[src/rtl/lp_pkg.sv]
package lp_pkg;
  typedef enum logic [1:0] {
    MODE_RUN   = 2'b00,
    MODE_IDLE  = 2'b01,
    MODE_SLEEP = 2'b10
  } lp_mode_e;
endpackage

[src/rtl/lp_mode_fsm.sv]
module lp_mode_fsm
  import lp_pkg::*;
(
  input  logic     clk_i,
  input  logic     rst_ni,
  input  logic     save_req_i,
  input  logic     save_sleep_i,
  input  logic     irq_i,
  input  logic     wdt_to_i,
  input  logic     soft_rst_i,
  output lp_mode_e mode_o,
  output logic     wake_irq_o
);
  lp_mode_e mode_q, mode_d;
  logic     wake_irq_q, wake_irq_d;
  logic     wake;

  assign wake = irq_i | wdt_to_i | soft_rst_i;

  always_comb begin
    mode_d     = mode_q;
    wake_irq_d = 1'b0;
    if (mode_q == MODE_RUN) begin
      // a coincident wake event cancels entry
      if (save_req_i && !wake) mode_d = save_sleep_i ? MODE_SLEEP : MODE_IDLE;
    end else if (wake) begin
      mode_d     = MODE_RUN;
      wake_irq_d = irq_i & ~soft_rst_i;
    end
  end

  always_ff @(posedge clk_i or negedge rst_ni) begin
    if (!rst_ni) begin
      mode_q     <= MODE_RUN;
      wake_irq_q <= 1'b0;
    end else begin
      mode_q     <= mode_d;
      wake_irq_q <= wake_irq_d;
    end
  end

  assign mode_o     = mode_q;
  assign wake_irq_o = wake_irq_q;

  a_r2_idle_entry: assert property (@(posedge clk_i) disable iff (!rst_ni)
    (mode_q == MODE_RUN && save_req_i && !save_sleep_i && !wake) |=> mode_q == MODE_IDLE);
  a_r3_sleep_entry: assert property (@(posedge clk_i) disable iff (!rst_ni)
    (mode_q == MODE_RUN && save_req_i && save_sleep_i && !wake) |=> mode_q == MODE_SLEEP);
  a_r7_wake_to_run: assert property (@(posedge clk_i) disable iff (!rst_ni)
    (mode_q != MODE_RUN && wake) |=> mode_q == MODE_RUN);
  a_r9_cancel: assert property (@(posedge clk_i) disable iff (!rst_ni)
    (mode_q == MODE_RUN && wake) |=> mode_q == MODE_RUN);
  a_r8_flag_on_exit: assert property (@(posedge clk_i) disable iff (!rst_ni)
    $rose(wake_irq_q) |-> (mode_q == MODE_RUN && $past(mode_q) != MODE_RUN));
  a_r8_one_cycle: assert property (@(posedge clk_i) disable iff (!rst_ni)
    wake_irq_q |=> !wake_irq_q);
  a_r12_ignore_req: assert property (@(posedge clk_i) disable iff (!rst_ni)
    (mode_q != MODE_RUN && !wake) |=> $stable(mode_q));
endmodule

[src/rtl/lp_sel_hold.sv]
module lp_sel_hold #(
  parameter int SEL_W = 3
) (
  input  logic             clk_i,
  input  logic             rst_ni,
  input  logic             track_i,
  input  logic [SEL_W-1:0] sel_i,
  output logic [SEL_W-1:0] sel_o
);
  logic [SEL_W-1:0] sel_q;

  // device resets leave the stored selection alone; only power-on clears it
  always_ff @(posedge clk_i or negedge rst_ni) begin
    if (!rst_ni)      sel_q <= '0;
    else if (track_i) sel_q <= sel_i;
  end

  assign sel_o = sel_q;

  a_r10_hold_while_stopped: assert property (@(posedge clk_i) disable iff (!rst_ni)
    !track_i |=> $stable(sel_q));
endmodule

[src/rtl/lp_clk_gate.sv]
module lp_clk_gate
  import lp_pkg::*;
(
  input  lp_mode_e mode_i,
  input  logic     save_req_i,
  input  logic     save_sleep_i,
  input  logic     wake_i,
  input  logic     wdt_en_i,
  output logic     cpu_clk_en_o,
  output logic     per_clk_en_o,
  output logic     osc_en_o,
  output logic     lprc_en_o,
  output logic     mon_susp_o,
  output logic     wdt_clr_o
);
  logic asleep;

  assign asleep       = (mode_i == MODE_SLEEP);
  assign cpu_clk_en_o = (mode_i == MODE_RUN);
  assign per_clk_en_o = ~asleep;
  assign osc_en_o     = ~asleep;
  assign lprc_en_o    = ~asleep | wdt_en_i;
  assign mon_susp_o   = asleep;
  // clear lands in the request cycle, before the mode register flips
  assign wdt_clr_o    = (mode_i == MODE_RUN) & save_req_i & save_sleep_i & wdt_en_i & ~wake_i;
endmodule

[src/rtl/lp_mode_ctrl.sv]
module lp_mode_ctrl
  import lp_pkg::*;
#(
  parameter int SEL_W = 3
) (
  input  logic             clk_i,
  input  logic             rst_ni,
  input  logic             save_req_i,
  input  logic             save_sleep_i,
  input  logic             wdt_en_i,
  input  logic             irq_i,
  input  logic             wdt_to_i,
  input  logic             soft_rst_i,
  input  logic [SEL_W-1:0] clk_sel_i,
  output logic [1:0]       mode_o,
  output logic             cpu_clk_en_o,
  output logic             per_clk_en_o,
  output logic             osc_en_o,
  output logic             lprc_en_o,
  output logic             mon_susp_o,
  output logic             wdt_clr_o,
  output logic             wake_irq_o,
  output logic [SEL_W-1:0] clk_sel_o
);
  lp_mode_e mode;
  logic     wake;

  assign wake   = irq_i | wdt_to_i | soft_rst_i;
  assign mode_o = mode;

  lp_mode_fsm u_fsm (
    .clk_i       (clk_i),
    .rst_ni      (rst_ni),
    .save_req_i  (save_req_i),
    .save_sleep_i(save_sleep_i),
    .irq_i       (irq_i),
    .wdt_to_i    (wdt_to_i),
    .soft_rst_i  (soft_rst_i),
    .mode_o      (mode),
    .wake_irq_o  (wake_irq_o)
  );

  lp_sel_hold #(.SEL_W(SEL_W)) u_sel (
    .clk_i  (clk_i),
    .rst_ni (rst_ni),
    .track_i(mode == MODE_RUN),
    .sel_i  (clk_sel_i),
    .sel_o  (clk_sel_o)
  );

  lp_clk_gate u_gate (
    .mode_i      (mode),
    .save_req_i  (save_req_i),
    .save_sleep_i(save_sleep_i),
    .wake_i      (wake),
    .wdt_en_i    (wdt_en_i),
    .cpu_clk_en_o(cpu_clk_en_o),
    .per_clk_en_o(per_clk_en_o),
    .osc_en_o    (osc_en_o),
    .lprc_en_o   (lprc_en_o),
    .mon_susp_o  (mon_susp_o),
    .wdt_clr_o   (wdt_clr_o)
  );

  a_r4_clr_precedes_sleep: assert property (@(posedge clk_i) disable iff (!rst_ni)
    wdt_clr_o |=> mode_o == 2'b10);
  a_r3_sleep_gated: assert property (@(posedge clk_i) disable iff (!rst_ni)
    (mode_o == 2'b10) |-> !(cpu_clk_en_o | per_clk_en_o | osc_en_o));
  a_r6_monitor_suspend: assert property (@(posedge clk_i) disable iff (!rst_ni)
    $rose(mon_susp_o) |-> $past(wdt_clr_o | (save_req_i & save_sleep_i)));
  a_r5_lprc_when_awake: assert property (@(posedge clk_i) disable iff (!rst_ni)
    per_clk_en_o |-> lprc_en_o);
endmodule

[config.mk]
export PLATFORM = sky130hd
export DESIGN_NAME = lp_mode_ctrl
export DESIGN_NICKNAME = d
export VERILOG_FILES = /design/src/rtl/lp_pkg.sv /design/src/rtl/lp_mode_fsm.sv /design/src/rtl/lp_sel_hold.sv /design/src/rtl/lp_clk_gate.sv /design/src/rtl/lp_mode_ctrl.sv
export SDC_FILE = /design/constraint.sdc
export NUM_CORES = 1
export LEC_CHECK = 0
export BUFFER_PORTS_ARGS = -buffer_cell sky130_fd_sc_hd__buf_2
export CAP_MARGIN = 5
export CORE_AREA = 4 4 41 43
export DETAILED_ROUTE_END_ITERATION = 6
export DIE_AREA = 0 0 45 47
export GPL_TIMING_DRIVEN = 0
export PLACE_DENSITY = 0.58
export SLEW_MARGIN = 20
export SYNTH_ARGS = -nofsm -noshare
export SYNTH_HDL_FRONTEND = slang
export SYNTH_SLANG_ARGS = --single-unit
export TNS_END_PERCENT = 10
[constraint.sdc]
create_clock -name clk_i -period 2.2 [get_ports clk_i]
set_input_delay 0 -clock clk_i [delete_from_list [all_inputs] [get_ports clk_i]]
set_output_delay 0 -clock clk_i [all_outputs]
set_load 0.01 [all_outputs]
* Word-level counts from Yosys, hierarchy flattened
Cells that the tools add are included.
** Cells by class
- Eq/ne operators :: 2
- Mux-type cells :: 6
- Bitwise operators :: 11
- Reductions and logical operators :: 5
** Operator list (count)
- 2-to-1 mux 2 bit :: 4
- AND 1 bit :: 5
- NOT 1 bit :: 3
- OR 1 bit :: 3
- equality test 2 bit (second input constant) :: 1
- zero test 2 bit :: 1
- 2-to-1 mux 1 bit :: 2
- inequality test 2 x 1 -> 1 bit (second input constant) :: 1
- AND reduction 2 bit :: 1
- nonzero test 2 bit :: 1
- logical AND 1 bit :: 1
- zero test 1 bit :: 1
** Storage, ports and cells
- Flip-flop bits (word level) :: 6
- Input bits :: 11
- Output and inout bits :: 12
- Logic and storage cells :: 27

* Longest topological paths before layout
Gate-level depths: netlist of the first run.
- Depth after elaboration :: 6
- Depth in mapped cells :: 3
- Depth with buffers taken out :: 3

* By module
Synthesis of the first run repeated with hierarchy kept, for this count alone.
** Unflattened totals
- Cell total of the unflattened synthesis :: 25
- Area, all modules :: 290.3 µm²
** Modules (own cells, without submodules)
- lp_mode_fsm :: times used 1, cells each 10, area each 122.6 µm², sequential area each 75.1 µm²
- lp_sel_hold :: times used 1, cells each 6, area each 108.9 µm², sequential area each 75.1 µm²
- lp_clk_gate :: times used 1, cells each 7, area each 48.8 µm², sequential area each 0.0 µm²
- lp_mode_ctrl :: times used 1, cells each 2, area each 10.0 µm², sequential area each 0.0 µm²

* Worst setup path after synthesis of the first run
Ideal clock, no wire load.
- Path kind :: register -> register
- From :: register u_fsm.mode_q[1] (netlist: u_fsm.mode_o[1])
- To :: register u_sel.sel_q[0] (netlist: u_sel.sel_o[0])
- Library setup time :: 125 ps
- Data arrival time :: 989 ps
- Required time :: 2075 ps
- Setup slack :: 1086 ps
- Stages on the path, launching flop included :: 3
- Path buffers :: 0
- Period minus slack after synthesis :: 1114 ps
- Cells stage by stage :: dfrtp_1 > nor2_4 > mux2_4
** On the way
- Word-level cells in the longest chain between the ends :: 1
** RTL lines
- start: declaration :: RTL line lp_mode_fsm.sv:14 : lp_mode_e mode_q, mode_d;
- start signal: assignment :: RTL line lp_mode_fsm.sv:37 : mode_q <= mode_d;
- zero test 2 bit
- net cpu_clk_en_o :: RTL line lp_mode_ctrl.sv:16 : output logic cpu_clk_en_o,
- end signal: assignment :: RTL line lp_sel_hold.sv:15 : else if (track_i) sel_q <= sel_i;
- end: declaration :: RTL line lp_sel_hold.sv:10 : logic [SEL_W-1:0] sel_q;
The timed path passes the listed nets, and every way through them passes these cells.
A chain may end at the register's enable or synchronous reset.

* Worst setup path after layout of the first run
- From :: input port soft_rst_i
- To :: output port wdt_clr_o
** On the way
- Word-level cells in the longest chain between the ends :: 3
** RTL lines
- start: declaration :: RTL line lp_mode_ctrl.sv:13 : input logic soft_rst_i,
- OR 1 bit :: RTL line lp_mode_ctrl.sv:28 : assign wake = irq_i | wdt_to_i | soft_rst_i;
- NOT 1 bit :: RTL line lp_clk_gate.sv:25 : assign wdt_clr_o = (mode_i == MODE_RUN) & save_req_i & save_sleep_i & wdt_en_i & ~wake_i;
- AND 1 bit :: RTL line lp_clk_gate.sv:25
- end: declaration :: RTL line lp_mode_ctrl.sv:21 : output logic wdt_clr_o,
No other way between the ends.

==> metrics.txt, run 1 <==
# TYPE chip_impl_metric gauge
chip_impl_metric{name="timing.reg2reg.worst_path_depth",unit=""} 2
chip_impl_metric{name="yosysWarnings",unit=""} 0
chip_impl_metric{name="tightest_slew",unit="ns"} 0.365
chip_impl_metric{name="core-area",unit="mm²"} 0.00130
chip_impl_info{name="crit_path_frequent_cell",value="buf_2"} 1
chip_impl_info{name="crit_type",value="in -> out"} 1
chip_impl_metric{name="layout.filler_cells",unit=""} 139
chip_impl_metric{name="total_area_of_sequential_cells",unit="µm²"} 150
chip_impl_metric{name="drt-pass1-iter-count",unit=""} 2
chip_impl_metric{name="netlist_instances",unit=""} 22
chip_impl_metric{name="clk_latency_worst_skew_pair",unit="ns"} 0.24
chip_impl_metric{name="detailedRoute.firstIterationViolations",unit=""} 2
chip_impl_info{name="cts_root_buf",value="clkbuf_4"} 1
chip_impl_metric{name="portion_of_the_post_synthesis_area_used_by_sequential_elements",unit="%"} 52.4
chip_impl_metric{name="critical_path_arrival",unit="ns"} 1.35
chip_impl_metric{name="design.die.area",unit="mm²"} 0.00212
chip_impl_metric{name="cp.required",unit="ns"} 2.20
chip_impl_metric{name="cts_h_tree_depth",unit=""} 1
chip_impl_metric{name="final_layout_size_suffix_gt1_share",unit="%"} 57.7
chip_impl_metric{name="cts.path.max_buffers",unit=""} 2
chip_impl_metric{name="area_used_by_multi_input_combinational_logic",unit="µm²"} 125
chip_impl_metric{name="half_perimeter_wire_length_after_placement",unit="µm"} 596
chip_impl_metric{name="die_width",unit="µm"} 45
chip_impl_metric{name="floorplan.initialDensity",unit="%"} 22.0
chip_impl_metric{name="grt_overflow",unit=""} 0
chip_impl_metric{name="std_cell_rows",unit=""} 13
chip_impl_metric{name="antenna_found_initial",unit=""} 0
chip_impl_info{name="tritoncts",value="yes"} 1
chip_impl_metric{name="finalWorstPathRequiredPeriod",unit="ns"} 1.35
chip_impl_metric{name="synthesis.area_per_instance",unit="µm²"} 13.0
chip_impl_info{name="endpoint_kind",value="primary output"} 1
chip_impl_metric{name="num_antenna_cells",unit=""} 0
chip_impl_info{name="worst_path_max_delay_cell",value="dlygate4sd3_1"} 1
chip_impl_metric{name="crit_cells",unit=""} 5
chip_impl_metric{name="drv_slew",unit=""} 0
chip_impl_metric{name="vdd.ir_drop.worst",unit="mV"} 0.269
chip_impl_info{name="largest_delay_contributor_family_on_the_critical_path",value="buffers and inverters"} 1
chip_impl_metric{name="cp.buffers_inverters",unit=""} 3
chip_impl_metric{name="worst_setup_hold_path_clk_slew",unit="ns"} 0.04
chip_impl_metric{name="tritoncts_num_sinks",unit=""} 6
chip_impl_metric{name="routed_wirelength",unit="µm"} 731
chip_impl_metric{name="final.setup.tns",unit="ns"} 0
chip_impl_metric{name="stage_delay_of_the_slowest_cell_on_the_critical_path",unit="ns"} 0.54
chip_impl_metric{name="ys_types",unit=""} 11
chip_impl_metric{name="slew_headroom",unit="%"} 75.5
chip_impl_metric{name="dp_cells",unit=""} 59
chip_impl_metric{name="setup_violators_final",unit=""} 0
chip_impl_metric{name="chipHeight",unit="µm"} 47
chip_impl_info{name="crit_path_cell_trace",value="dlygate4sd3_1, buf_2, nor3_1, and3_1, buf_2"} 1
chip_impl_metric{name="final_nets",unit=""} 65
chip_impl_metric{name="gp_routability_congestion",unit=""} 0.690
chip_impl_metric{name="final_min_period_over_clock_period",unit="%"} 61.3
chip_impl_info{name="startpoint_type",value="primary input"} 1
chip_impl_metric{name="hold_path_depth",unit=""} 3
chip_impl_metric{name="first_pass_grt_wire_length",unit="mm"} 1.26
chip_impl_metric{name="grt_pass1_vias",unit=""} 297
chip_impl_info{name="grt_setup_unrepaired",value="false"} 1
chip_impl_metric{name="mappedNetlistArea",unit="µm²"} 287
chip_impl_metric{name="fin_ws",unit="ns"} 0.851
chip_impl_metric{name="layoutNonFillerInstCount",unit=""} 67
chip_impl_metric{name="synthesis.nets",unit=""} 33
chip_impl_metric{name="total_leakage_power",unit="nW"} 0.273
chip_impl_metric{name="grtUsageTotal",unit="%"} 8.74
chip_impl_metric{name="placement.setup.worst_slack",unit="ns"} 1.09
chip_impl_metric{name="tritoncts.num_buffers",unit=""} 3
chip_impl_metric{name="fin_worst_skew",unit="ns"} 0.00283
chip_impl_metric{name="maxClockFrequency",unit="MHz"} 741
chip_impl_metric{name="postRouteAntennaNets",unit=""} 0
chip_impl_metric{name="path_max_fanout",unit=""} 3
chip_impl_info{name="worst_hold_path_type",value="in -> reg"} 1
chip_impl_metric{name="postCtsResizedCells",unit=""} 0
chip_impl_metric{name="portBuffers",unit=""} 22
chip_impl_metric{name="pwrdens",unit="mW/mm²"} 528
chip_impl_metric{name="via_per_inst",unit=""} 4.12
chip_impl_metric{name="io_count",unit=""} 23
chip_impl_info{name="run_status",value="finished, final reports clean"} 1
chip_impl_metric{name="ys_seq_elements",unit=""} 6
chip_impl_metric{name="grt_start_max_net_pins",unit=""} 7
chip_impl_metric{name="timing.max_cap.violations",unit=""} 0
chip_impl_metric{name="layout-area-overhead-vs-synth",unit="%"} 70.3
chip_impl_metric{name="wl_per_cell",unit="µm"} 10.9
chip_impl_metric{name="final-hold-violation-count",unit=""} 0
chip_impl_metric{name="detail_route.drc_violations",unit=""} 0
chip_impl_metric{name="vias",unit=""} 276
==> synthesized netlist by cell type <==
| master | count | share of area [%] |
|---|---|---|
| nor3b_1 | 2 | 5.2 |
| inv_1 | 1 | 1.3 |
| nand2b_1 | 2 | 4.4 |
| dfrtp_1 | 6 | 52 |
| nor3_1 | 1 | 1.7 |
| nor2_4 | 1 | 3.9 |
| and3_1 | 2 | 4.4 |
| buf_4 | 1 | 2.6 |
| o21a_1 | 2 | 5.2 |
| and3b_1 | 1 | 3.1 |
| mux2_4 | 3 | 16 |
==> stage by stage <==
stage | power [mW] | hold WS, ns | cell area (µm²) | utilization, %
after global routing | 0.280 | 0.0389 | 488 | 37.5
after detailed placement | 0.157 | -0.167 | 415 | 31.9
after CTS | 0.266 | 0.0344 | 488 | 37.5
after floorplan | 0.137 | -0.296 | 287 | -
after global placement | 0.156 | -0.172 | 415 | 31.9
final | 0.257 | 0.0457 | 488 | 37.5
==> metal layers <==
layer,global-route usage [%],up-vias,wire length (µm)
met5,0,-,0
met2,12.4,23,307
met4,7.02,0,0
li1,-,136,-
met3,3.83,0,128
met1,10.2,117,294
==> sequential cells by signal, indices dropped and copies added (netlist names) <==
register / count
u_fsm.mode_o: 2
u_fsm.wake_irq_o: 1
u_sel.sel_o: 3
==> worst paths after layout <==
path                                      start  slack (ns)               end
worst max-delay path                 soft_rst_i        0.85         wdt_clr_o
worst min-delay path                   wdt_to_i        0.05   u_fsm.mode_o[0]
worst max register to register  u_fsm.mode_o[1]        1.11    u_sel.sel_o[0]
worst min register to register   u_sel.sel_o[0]        0.51    u_sel.sel_o[0]
max in group asynchronous                rst_ni        1.94  u_fsm.wake_irq_o
min in group asynchronous                rst_ni        0.11    u_sel.sel_o[1]
==> worst min-delay path, cell delays in order <==
cell,delay [ns]
buf_2,0.08
nor3_1,0.06
o21a_1,0.10
==> placed cells by master, fill, tap and decap left out <==
cell           Yosys  layout
buf_2              0      22
nor2_4             1       1
dlygate4sd3_1      0       5
clkbuf_4           0       3
buf_4              1       1
o21a_1             2       2
nor3b_1            2       2
inv_1              1       1
mux2_4             3       3
and3_1             2       2
and3b_1            1       1
dfrtp_1            6       6
nand2b_1           2       2
nor3_1             1       1
==> cells by family after synthesis <==
group | share of synthesized area (%)
and+or+nand+nor | 22.7
DFF | 52.4
muxes | 15.7
AOI/OAI and AO/OA | 5.24
buffers and inverters | 3.93
==> layout make-up <==
class	count	share of cell area, %
plain buffers	1	1.54
flip-flops and latches	6	30.8
inverters	1	0.769
well taps	15	3.85
repair buffers	27	32.8
clock buffers	3	4.62
multi-input cells	14	25.6
==> report_power, final <==
group,total [mW],switching [mW],internal [mW]
Clock,0.0958,0.0344,0.0613
Sequential,0.119,0.00328,0.116
Combinational,0.0429,0.0167,0.0262
==> what timing repair did <==
action / in CTS / in global routing
hold buffers: 5 / 0
setup buffers: 0 / 0
endpoints found under the hold margin: 10 / 0
Power figures use the tool's default switching activity.
==> run 2, diff against run 1 <==
--- a/config.mk
+++ b/config.mk
@@ -5,13 +5,14 @@
 export SDC_FILE = /design/constraint.sdc
 export NUM_CORES = 1
 export LEC_CHECK = 0
+export ABC_AREA = 1
 export BUFFER_PORTS_ARGS = -buffer_cell sky130_fd_sc_hd__buf_2
 export CAP_MARGIN = 5
 export CORE_AREA = 4 4 41 43
 export DETAILED_ROUTE_END_ITERATION = 6
 export DIE_AREA = 0 0 45 47
 export GPL_TIMING_DRIVEN = 0
-export PLACE_DENSITY = 0.58
+export PLACE_DENSITY = 0.61
 export SLEW_MARGIN = 20
 export SYNTH_ARGS = -nofsm -noshare
 export SYNTH_HDL_FRONTEND = slang
==> constraint.sdc (replaced) <==
create_clock -name clk_i -period 1.1 [get_ports clk_i]
set_input_delay 0 -clock clk_i [delete_from_list [all_inputs] [get_ports clk_i]]
set_output_delay 0 -clock clk_i [all_outputs]
set_load 0.01 [all_outputs]
==> run 2 against run 1 <==
  * The flow now finishes with violations (setup timing)
  * Core utilization increased by 5.8 points
  * Clock skew about the same
  * Non-clock buffer count increased by 5
  * Critical path depth decreased by 1
  * Cell count increased by 31%
  * Critical endpoint is now lprc_en_o
==> metrics.txt, run 2 <==
# TYPE chip_impl_metric gauge
chip_impl_metric{name="via_per_inst",unit=""} 3.88
chip_impl_info{name="run_status",value="finished with violations"} 1
chip_impl_metric{name="critical_path_arrival",unit="ns"} 1.17
chip_impl_metric{name="tritoncts_num_sinks",unit=""} 6
chip_impl_metric{name="vdd.ir_drop.worst",unit="mV"} 0.504
chip_impl_metric{name="synth_top_area_share",unit="%"} 51.1
chip_impl_metric{name="worst_setup_hold_path_clk_slew",unit="ns"} 0.04
chip_impl_info{name="crit_type",value="reg -> out"} 1
chip_impl_metric{name="cp.required",unit="ns"} 1.10
chip_impl_metric{name="drv_slew",unit=""} 0
chip_impl_metric{name="drt-pass1-iter-count",unit=""} 3
chip_impl_metric{name="number_of_enable_type_register_cells_in_the_synthesized_netlist",unit=""} 0
chip_impl_metric{name="core-area",unit="mm²"} 0.00130
chip_impl_metric{name="mappedNetlistArea",unit="µm²"} 294
chip_impl_metric{name="half_perimeter_wire_length_after_placement",unit="µm"} 630
chip_impl_metric{name="largest_register_ffs",unit=""} 3
chip_impl_info{name="layout.cells.most_common",value="buf_2"} 1
chip_impl_metric{name="fin_worst_skew",unit="ns"} 0.00319
chip_impl_metric{name="detailedRoute.firstIterationViolations",unit=""} 6
chip_impl_info{name="leading_register_cell_type_out_of_synthesis",value="dfrtp_1"} 1
chip_impl_metric{name="grt_pass1_vias",unit=""} 314
chip_impl_info{name="synthDominantAreaCellType",value="dfrtp_1"} 1
chip_impl_metric{name="regToRegSetupSlack",unit="ns"} 0.07
chip_impl_metric{name="design.die.area",unit="mm²"} 0.00212
chip_impl_metric{name="routed_wirelength",unit="µm"} 859
chip_impl_metric{name="grt_overflow",unit=""} 0
chip_impl_metric{name="yosysWarnings",unit=""} 0
chip_impl_info{name="cts_root_buf",value="clkbuf_4"} 1
chip_impl_metric{name="postLayoutCoreUtil",unit="%"} 43.3
chip_impl_metric{name="timing.max_cap.violations",unit=""} 0
chip_impl_metric{name="layout-area-overhead-vs-synth",unit="%"} 91.5
chip_impl_metric{name="std_cell_rows",unit=""} 13
chip_impl_metric{name="timing.reg2reg.worst_path_depth",unit=""} 6
chip_impl_metric{name="pwrdens",unit="mW/mm²"} 955
chip_impl_info{name="grt_setup_unrepaired",value="true"} 1
chip_impl_metric{name="die_width",unit="µm"} 45
chip_impl_info{name="failed_checks",value="setup timing"} 1
chip_impl_metric{name="gp_routability_congestion",unit=""} 0.644
chip_impl_metric{name="final_nets",unit=""} 86
chip_impl_metric{name="fin_ws",unit="ns"} -0.0743
chip_impl_metric{name="finalWorstPathRequiredPeriod",unit="ns"} 1.17
chip_impl_info{name="synth_common_cells",value="nand2_1 (14), dfrtp_1 (6), inv_1 (5)"} 1
chip_impl_info{name="worst_hold_path.endpoint",value="u_fsm.mode_o[0]"} 1
chip_impl_metric{name="grtUsageTotal",unit="%"} 9.07
chip_impl_metric{name="ys_seq_elements",unit=""} 6
chip_impl_info{name="tritoncts",value="yes"} 1
chip_impl_metric{name="wl_per_cell",unit="µm"} 9.76
chip_impl_metric{name="total_leakage_power",unit="nW"} 0.309
chip_impl_metric{name="synthesis.area_per_instance",unit="µm²"} 7.74
chip_impl_metric{name="maxClockFrequency",unit="MHz"} 852
chip_impl_metric{name="final_min_period_over_clock_period",unit="%"} 107
chip_impl_metric{name="floorplan.initialDensity",unit="%"} 22.6
chip_impl_metric{name="ys_types",unit=""} 12
chip_impl_info{name="crit_path_cell_trace",value="nor2_4, inv_2, or2_1, buf_2"} 1
chip_impl_metric{name="io_count",unit=""} 23
chip_impl_info{name="endpoint_kind",value="primary output"} 1
chip_impl_metric{name="chipHeight",unit="µm"} 47
chip_impl_info{name="timing.rr.end",value="u_fsm.mode_o[1]"} 1
chip_impl_metric{name="portBuffers",unit=""} 22
chip_impl_metric{name="setup_violators_final",unit=""} 1
chip_impl_metric{name="antenna_found_initial",unit=""} 0
chip_impl_metric{name="portion_of_the_post_synthesis_area_used_by_sequential_elements",unit="%"} 51.1
chip_impl_metric{name="vias",unit=""} 341
chip_impl_metric{name="path_max_fanout",unit=""} 4
chip_impl_metric{name="netlist_instances",unit=""} 38
chip_impl_info{name="post-synth-top-count-cell",value="nand2_1"} 1
chip_impl_metric{name="detail_route.drc_violations",unit=""} 0
chip_impl_metric{name="clk_latency_worst_skew_pair",unit="ns"} 0.24
chip_impl_metric{name="cts.path.max_buffers",unit=""} 2
chip_impl_metric{name="cts_h_tree_depth",unit=""} 1
chip_impl_metric{name="holdWs",unit="ns"} 0.0233
chip_impl_metric{name="final_layout_size_suffix_gt1_share",unit="%"} 54.8
chip_impl_metric{name="postRouteAntennaNets",unit=""} 0
chip_impl_metric{name="synthesis.nets",unit=""} 49
chip_impl_info{name="worst_hold_path_type",value="in -> reg"} 1
chip_impl_metric{name="first_pass_grt_wire_length",unit="mm"} 1.33
chip_impl_info{name="layout_common_cells",value="buf_2 (22), nand2_1 (13), dlygate4sd3_1 (6), buf_4 (5)"} 1
chip_impl_metric{name="slew_headroom",unit="%"} 80.6
chip_impl_metric{name="grt_start_max_net_pins",unit=""} 7
chip_impl_info{name="min_delay_startpoint",value="wdt_to_i"} 1
chip_impl_metric{name="stage_delay_of_the_slowest_cell_on_the_critical_path",unit="ns"} 0.44
chip_impl_metric{name="tritoncts.num_buffers",unit=""} 3
chip_impl_info{name="worst_path_max_delay_cell",value="dfrtp_2"} 1
chip_impl_info{name="ff_to_ff_start",value="u_fsm.mode_o[0]"} 1
chip_impl_info{name="synth_top_cells_by_area",value="dfrtp_1 (51%), nand2_1 (18%), inv_1 (6.4%), nor2_2 (4.3%), nand3_1 (3.4%)"} 1
chip_impl_info{name="startpoint_type",value="flop"} 1
chip_impl_metric{name="synth_async_sr_flop_share",unit="%"} 100
chip_impl_metric{name="final-hold-violation-count",unit=""} 0
chip_impl_metric{name="hold_path_depth",unit=""} 4
chip_impl_metric{name="num_antenna_cells",unit=""} 0
chip_impl_metric{name="tightest_slew",unit="ns"} 0.289
==> run 2: final cells by class <==
class | instances | area (µm²)
fillers | 140 | 738
flip-flops and latches | 6 | 153
clock buffers | 3 | 22.5
repair buffers | 32 | 200
inverters | 7 | 26.3
plain buffers | 1 | 7.51
well taps | 15 | 18.8
multi-input cells | 24 | 135
==> run 2: cell families (layout without fill, tap and decap cells) <==
group | count (synthesis) | after routing | share of synthesized area (%)
and+or+nand+nor | 24 | 24 | 37.4
DFF | 6 | 6 | 51.1
buffers and inverters | 8 | 43 | 11.5
==> run 2: metal layers <==
metal	global-route usage, %	share of wire (%)	vias up	routed length (µm)
met1	10.9	37	152	321
met5	0	0	-	0
li1	-	-	182	-
met2	13.6	58	7	495
met3	4.98	4.8	0	41
met4	3.51	0	0	0
==> run 2: worst max-delay path by stage <==
| stage | start | to | slack (ns) |
|---|---|---|---|
| 2_1_floorplan | u_fsm.mode_o[1] | wdt_clr_o | 0.12 |
| 6_report | u_fsm.mode_o[0] | lprc_en_o | -0.07 |
| 3_5_place_dp | u_fsm.mode_o[1] | wdt_clr_o | 0.08 |
| 5_1_grt | u_fsm.mode_o[0] | lprc_en_o | -0.14 |
| 4_1_cts | u_fsm.mode_o[0] | lprc_en_o | -0.09 |
| 3_3_place_gp | u_fsm.mode_o[1] | wdt_clr_o | 0.10 |
==> run 2: timing repair <==
action,in CTS,in global routing
cloned,0,0
pin swaps,1,2
gates resized for setup,6,3
endpoints found under the setup margin,4,5
hold buffers,6,0
buffers inserted,3,1
hold endpoints to repair,10,0
==> run 2: critical path, delay by kind of cell, from the launching register on <==
family	cells	cell delay (ns)
buf+inv	2	0.18
simple gates	2	0.31
flops	1	0.44
==> run 2: where the power goes <==
part | internal (mW) | switching (mW)
Combinational | 0.0544 | 0.0479
Clock | 0.123 | 0.0733
Sequential | 0.232 | 0.00674
==> run 2: stage by stage <==
step	worst slack [ns]	total power, mW	setup TNS, ns	instances	area, µm²
global placement	0.102	0.313	0	75	423
finish	-0.0743	0.538	-0.0743	88	563
detailed placement	0.0761	0.315	0	75	423
CTS	-0.0863	0.543	-0.0908	87	546
global route	-0.137	0.581	-0.309	88	563
floorplan	0.120	0.271	0	38	294
